===== config.mk =====
export PLATFORM = sky130hd
export DESIGN_NAME = opfwd_unit
export DESIGN_NICKNAME = d
export VERILOG_FILES = /design/src/rtl/opfwd_pkg.sv /design/src/rtl/opfwd_src_match.sv /design/src/rtl/opfwd_opnd_sel.sv /design/src/rtl/opfwd_unit.sv
export SDC_FILE = /design/constraint.sdc
export NUM_CORES = 1
export LEC_CHECK = 0
export ABC_CLOCK_PERIOD_IN_PS = 7600
export BUFFER_PORTS_ARGS = -buffer_cell sky130_fd_sc_hd__buf_4
export CAP_MARGIN = 10
export CORE_AREA = 2 2 85 87
export DETAILED_ROUTE_END_ITERATION = 10
export DIE_AREA = 0 0 87 89
export PLACE_DENSITY = 0.86
export SLEW_MARGIN = 15
export SYNTH_ARGS = -nofsm -noshare
export SYNTH_HDL_FRONTEND = slang
export SYNTH_SLANG_ARGS = --single-unit

===== constraint.sdc =====
create_clock -name vclk -period 7.6
set_input_delay 1.52 -clock vclk [all_inputs]
set_output_delay 1.52 -clock vclk [all_outputs]
set_load 0.01 [all_outputs]

===== src/rtl/opfwd_pkg.sv =====
package opfwd_pkg;
  localparam int CLS_W = 3;

  typedef enum logic [CLS_W-1:0] {
    CLS_NONE   = 3'd0,
    CLS_ALU    = 3'd1,
    CLS_LOAD   = 3'd2,
    CLS_STORE  = 3'd3,
    CLS_BRANCH = 3'd4
  } op_cls_e;

  // Only ALU and load instructions produce a register result.
  function automatic logic cls_writes(input logic [CLS_W-1:0] c);
    return (c == CLS_ALU) || (c == CLS_LOAD);
  endfunction
endpackage


===== src/rtl/opfwd_src_match.sv =====
// Compares one producer stage against the execute-stage sources.
module opfwd_src_match
  import opfwd_pkg::*;
#(
  parameter int REG_W   = 5,
  parameter bit LOAD_OK = 1'b1   // 0: loaded data is not ready in this stage
) (
  input  logic [CLS_W-1:0] src_cls,
  input  logic [REG_W-1:0] src_ra,
  input  logic             cons_alu,
  input  logic             cons_imm,
  input  logic [REG_W-1:0] cons_rb,
  input  logic [REG_W-1:0] cons_rc,
  output logic             hit_x,
  output logic             hit_y,
  output logic             wait_req
);
  logic match_b;
  logic match_c;
  logic can_fwd;
  logic is_load;

  always_comb begin
    match_b = cons_alu && (src_ra == cons_rb);
    match_c = cons_alu && !cons_imm && (src_ra == cons_rc);
    is_load = (src_cls == CLS_LOAD);
  end

  generate
    if (LOAD_OK) begin : g_any_writer
      always_comb begin
        can_fwd  = cls_writes(src_cls);
        wait_req = 1'b0;
      end
    end else begin : g_alu_only
      always_comb begin
        can_fwd  = (src_cls == CLS_ALU);
        wait_req = is_load && (match_b || match_c);
      end
    end
  endgenerate

  always_comb begin
    hit_x = can_fwd && match_b;
    hit_y = can_fwd && match_c;
  end
endmodule


===== src/rtl/opfwd_opnd_sel.sv =====
// Picks one operand: nearest producer first, then the older one, then the register file.
module opfwd_opnd_sel #(
  parameter int DATA_W = 32
) (
  input  logic [DATA_W-1:0] rf_val,
  input  logic              near_hit,
  input  logic [DATA_W-1:0] near_val,
  input  logic              far_hit,
  input  logic [DATA_W-1:0] far_val,
  output logic [DATA_W-1:0] opnd
);
  always_comb begin
    if (near_hit)     opnd = near_val;
    else if (far_hit) opnd = far_val;
    else              opnd = rf_val;
  end
endmodule


===== src/rtl/opfwd_unit.sv =====
module opfwd_unit
  import opfwd_pkg::*;
#(
  parameter int DATA_W = 32,
  parameter int REG_W  = 5
) (
  input  logic [2:0]        ex_cls,
  input  logic [REG_W-1:0]  ex_rb,
  input  logic [REG_W-1:0]  ex_rc,
  input  logic              ex_imm,
  input  logic [DATA_W-1:0] ex_x_rf,
  input  logic [DATA_W-1:0] ex_y_rf,
  input  logic [2:0]        mem_cls,
  input  logic [REG_W-1:0]  mem_ra,
  input  logic [DATA_W-1:0] mem_alu_res,
  input  logic [2:0]        wb_cls,
  input  logic [REG_W-1:0]  wb_ra,
  input  logic [DATA_W-1:0] wb_res,
  output logic [DATA_W-1:0] x_val,
  output logic [DATA_W-1:0] y_val,
  output logic              ld_stall
);
  localparam int NOPND = 2;

  logic cons_alu;
  logic m_hx, m_hy, m_wait;
  logic w_hx, w_hy, w_wait;

  always_comb cons_alu = (ex_cls == CLS_ALU);

  // Stage 4: only ALU results are ready here.
  opfwd_src_match #(.REG_W(REG_W), .LOAD_OK(1'b0)) u_mem_match (
    .src_cls (mem_cls),  .src_ra (mem_ra),
    .cons_alu(cons_alu), .cons_imm(ex_imm),
    .cons_rb (ex_rb),    .cons_rc (ex_rc),
    .hit_x   (m_hx),     .hit_y   (m_hy),   .wait_req(m_wait)
  );

  // Stage 5: both computed and loaded results are ready.
  opfwd_src_match #(.REG_W(REG_W), .LOAD_OK(1'b1)) u_wb_match (
    .src_cls (wb_cls),   .src_ra (wb_ra),
    .cons_alu(cons_alu), .cons_imm(ex_imm),
    .cons_rb (ex_rb),    .cons_rc (ex_rc),
    .hit_x   (w_hx),     .hit_y   (w_hy),   .wait_req(w_wait)
  );

  logic [NOPND-1:0]             near_hit;
  logic [NOPND-1:0]             far_hit;
  logic [NOPND-1:0][DATA_W-1:0] rf_vals;
  logic [NOPND-1:0][DATA_W-1:0] sel_vals;

  always_comb begin
    near_hit = {m_hy, m_hx};
    far_hit  = {w_hy, w_hx};
    rf_vals  = {ex_y_rf, ex_x_rf};
  end

  generate
    for (genvar i = 0; i < NOPND; i++) begin : g_opnd
      opfwd_opnd_sel #(.DATA_W(DATA_W)) u_sel (
        .rf_val  (rf_vals[i]),
        .near_hit(near_hit[i]), .near_val(mem_alu_res),
        .far_hit (far_hit[i]),  .far_val (wb_res),
        .opnd    (sel_vals[i])
      );
    end
  endgenerate

  always_comb begin
    x_val    = sel_vals[0];
    y_val    = sel_vals[1];
    ld_stall = m_wait | w_wait;
  end
endmodule


Yosys cells after proc, flatten, opt, wreduce, memory -nomap -nowiden
Index checks and enable logic that the tools add are counted.
W data, S select, Z words.
{ "op_classes": {"n_mux": 4, "n_div": 0, "n_mul": 0, "n_bitwise": 0, "reduce_logical": 13, "magnitude_cmp": 0, "n_eq_ne": 9, "add_sub_neg": 0, "n_shift": 0} }
{ "op_table": {"columns": ["operator", "n"], "rows": [
  ["$mux W32", 4],
  ["$eq A5 B5 Y1", 4],
  ["$logic_and A1 B1 Y1", 10],
  ["$eq A3 B1 Y1 const B", 3],
  ["$eq A3 B2 Y1 const B", 2],
  ["$logic_or A1 B1 Y1", 2],
  ["$logic_not A1 Y1", 1]
]} }
{ "totals": {"out_inout_bits": 65, "input_bits": 158, "reg_bits": 0, "wordCells": 26, "mem_count": 0, "mem_bits_rw": 0, "latch_bits": 0, "romBits": 0} }

Logic depth before layout (Yosys ltp)
{ "logic_depth": {"depth_word": 6, "ltp_mapped": 8} }

Cells and area by module
Synthesis repeated with hierarchy kept, for this count alone.
{ "unflattened": {"hier_cells": 254, "area_unflattened_um2": 1729.2} }
{ "by_module_without_submodules": {"columns": ["module", "cells_per_inst", "seq_area_each_um2", "instances", "area_each_um2"], "rows": [
  ["opfwd_opnd_sel", 107, 0.0, 2, 714.4],
  ["opfwd_src_match (u_mem_match)", 20, 0.0, 1, 142.6],
  ["opfwd_src_match (u_wb_match)", 18, 0.0, 1, 138.9],
  ["opfwd_unit", 2, 0.0, 1, 18.8]
]} }

Worst setup path after synthesis
OpenSTA, ideal clock, no wires.
{ "synth_path": {"path_kind": "input -> output", "start": "input mem_cls[2]", "end": "output x_val[0]", "cell_stages": 8, "t_required_ns": 6.080, "setup_slack_ns": 2.633, "arrival_time_ns": 3.447, "path_cell_list": "or3b_1 -> buf_2 -> or4_1 -> clkbuf_1 -> or3_1 -> buf_2 -> buf_6 -> a31oi_1"} }
{ "synth_via": {"elab_chain_cells": 3} }
{ "synth_lines": {"columns": ["element", "line", "rtl"], "rows": [
  ["from (decl)", "opfwd_unit.sv:13", "input logic [2:0] mem_cls,"],
  ["$eq A3 B1 Y1", "opfwd_src_match.sv:37", "can_fwd = (src_cls == CLS_ALU);"],
  ["$logic_and A1 B1 Y1", "opfwd_src_match.sv:44", "hit_x = can_fwd && match_b;"],
  ["$mux W32", "opfwd_opnd_sel.sv:13", "if (near_hit) opnd = near_val;"],
  ["to (decl)", "opfwd_unit.sv:19", "output logic [DATA_W-1:0] x_val,"]
]} }
No other way between the ends.

Final worst setup path
{ "layout_path": {"start": "input mem_cls[2]", "end": "output x_val[9]"} }
Same word-level chain as after synthesis.

==> impl_metrics.yaml <==
grt:
  grt_pass1_vias: 3782
  grt_max_degree: 35
  grtUsageTotal_pct: 30.93
  antenna_found_initial: 0
  grt-ovfl-total: 0
  grt_pass1_wl_mm: 19.40
pwr:
  power_frac_comb_pct: 100.0
  p_sw_share_pct: 51.53
  ir_worst_vdd_v: 0.00005605
  pwr-share-clk_pct: 0
  power.internal_uw: 96.78
  p_seq_share_pct: 0
  power.switching_uw: 102.9
  p_per_area_nw_per_um2: 52.62
  p_leak_uw: 0.001422
yosys:
  synth_top_area_share_pct: 18.99
  synth_top_area_cell: "nor4_1"
  syn-cell-area_um2: 2175
  yosysWarnings: 0
  syn-instance-count: 365
  syn_nets: 523
  ys_top_cells_by_area: "nor4_1 (19%), a31oi_1 (18%), o31ai_1 (11%)"
  ys_types: 26
  synth_area_per_cell_um2: 5.958
  yosysSeqAreaShare_pct: 0
detailed_routing:
  drc: 0
  wl_per_cell_um: 21.87
  antenna_left: 0
  drt-total-wl_mm: 13.43
  num_vias: 4119
  firstDrtPassIters: 5
  drt_iter0_drc: 478
  viasPerCell: 6.708
sta:
  finalMaxSlewViolations: 0
  period_needed_ns: 6.340
  setup_viol: 0
  max-slew-margin-rel_pct: 21.22
  rsz0062_at_grt: "false"
  post-route-period-util_pct: 83.42
  tightest_slew_ns: 1.179
  max_freq_mhz: 157.7
  hold_violations: 0
  fin_setup_tns_ns: 0
die:
  placeableCoreArea_um2: 6719
  chipWidth_um: 87
  row_count: 30
  io_pins: 223
  die_h_um: 89
  dieArea_um2: 7743
  initial_utilization_pct: 32.36
final_layout:
  drive_gt1_share_pct: 44.38
  syn2layout_area_growth_pct: 74.51
  clock_buffers: 0
  final_cells: 614
  seqCellArea_um2: 0
  seq_cells: 0
  final_util_pct: 56.48
  diodes: 0
  nNetsFinal: 694
critical_path:
  critPathKind: "in2out"
  worstPathRequired_ns: 6.08
  cp-start-kind: "input pin"
  crit_arrival_ns: 4.82
  crit_fanout: 34
  end_kind: "primary output"
hold_path:
  hold_class: "in2out"
  holdPathStages: 3
  hold_start: "mem_cls[1]"
  hold_path_end: "ld_stall"
cts:
  holdBufCountCts: 0
  cts_resized: 0
  post_cts.repair.setup_buffers: 0
place:
  placed_cells: 613
  dpl.hpwl_mm: 9.992
  portBuffers: 223
  routabilityCongestion: 0.9785
status:
  outcome: "completed"
job:
  maxCapViolations: 0
-- layout make-up --
cell class | count | area (um2)
Tap cell | 80 | 100.1
Fill cell | 672 | 2924
Inverter | 2 | 7.507
Multi-Input combinational cell | 302 | 1957
Timing Repair Buffer | 230 | 1730
-- kinds of logic after synthesis --
family                 synth area share (%)
XOR/XNOR                              7.652
AO/OA/AOI/OAI                         37.69
AND/OR/NAND/NOR                       42.64
buffers and inverters                 12.03
-- layer usage --
layer	up-vias	part of all wire (%)	global-route usage (%)	wire (um)
met4	0	3.9	10.51	518
met5	-	0	0	0
li1	1872	-	-	-
met2	312	49	55.17	6554
met3	46	11	5.171	1459
met1	1889	36	37.57	4893
-- cells in the mapped netlist (all sizes together), types with 3 or more instances --
cell and number:
nor4 66, a31oi 64, clkbuf 56, nand3 35
nand4 33, o21ai 32, o31ai 32, xnor2 15
buf 5, xor2 4, or4 3
-- how the worst max path moves through the flow --
stage          slack [ns]        to        from  cells past startpoint
2_1_floorplan        2.63  x_val[0]  mem_cls[2]                      8
3_3_place_gp         1.37  x_val[9]  mem_cls[2]                      7
3_5_place_dp         1.31  x_val[9]  mem_cls[2]                      7
4_1_cts              1.31  x_val[9]  mem_cls[2]                      7
5_1_grt              1.16  x_val[9]  mem_cls[2]                      7
6_report             1.26  x_val[9]  mem_cls[2]                      7
-- stage by stage --
step | hold WS [ns] | worst slack (ns) | cell area, um2 | power (uW)
2_1_floorplan | 3.159 | 2.633 | 2175 | 75.50
5_1_grt | 3.367 | 1.159 | 3795 | 210.6
4_1_cts | 3.355 | 1.311 | 3779 | 195.8
3_5_place_dp | 3.355 | 1.307 | 3779 | 195.3
6_report | 3.351 | 1.260 | 3795 | 199.7
3_3_place_gp | 3.356 | 1.369 | 3779 | 193.7
-- placed cells by master, fill, tap and decap left out, types with 3 or more instances in the layout --
cell type and n:
or4_1 3, nor4_1 64, o21ai_0 32, nand4_1 33, a31oi_1 64, o31ai_1 32, xor2_1 4, buf_4 229
xnor2_1 15, nand3_1 35
-- worst max-delay path: stages --
cell and delay (ns):
buf_4 0.11, or3b_1 0.36, buf_4 0.25, or4_1 1.04
or3_1 0.97, a31oi_1 0.38, buf_4 0.16
-- power by group through the flow --
stage	Clock [uW]	Combinational, uW	Sequential (uW)
after floorplan	0	75.5	0
after global placement	0	194	0
after detailed placement	0	195	0
after CTS	0	196	0
after global routing	0	211	0
final	0	200	0
No activity file was read; power rests on OpenSTA's default activity.
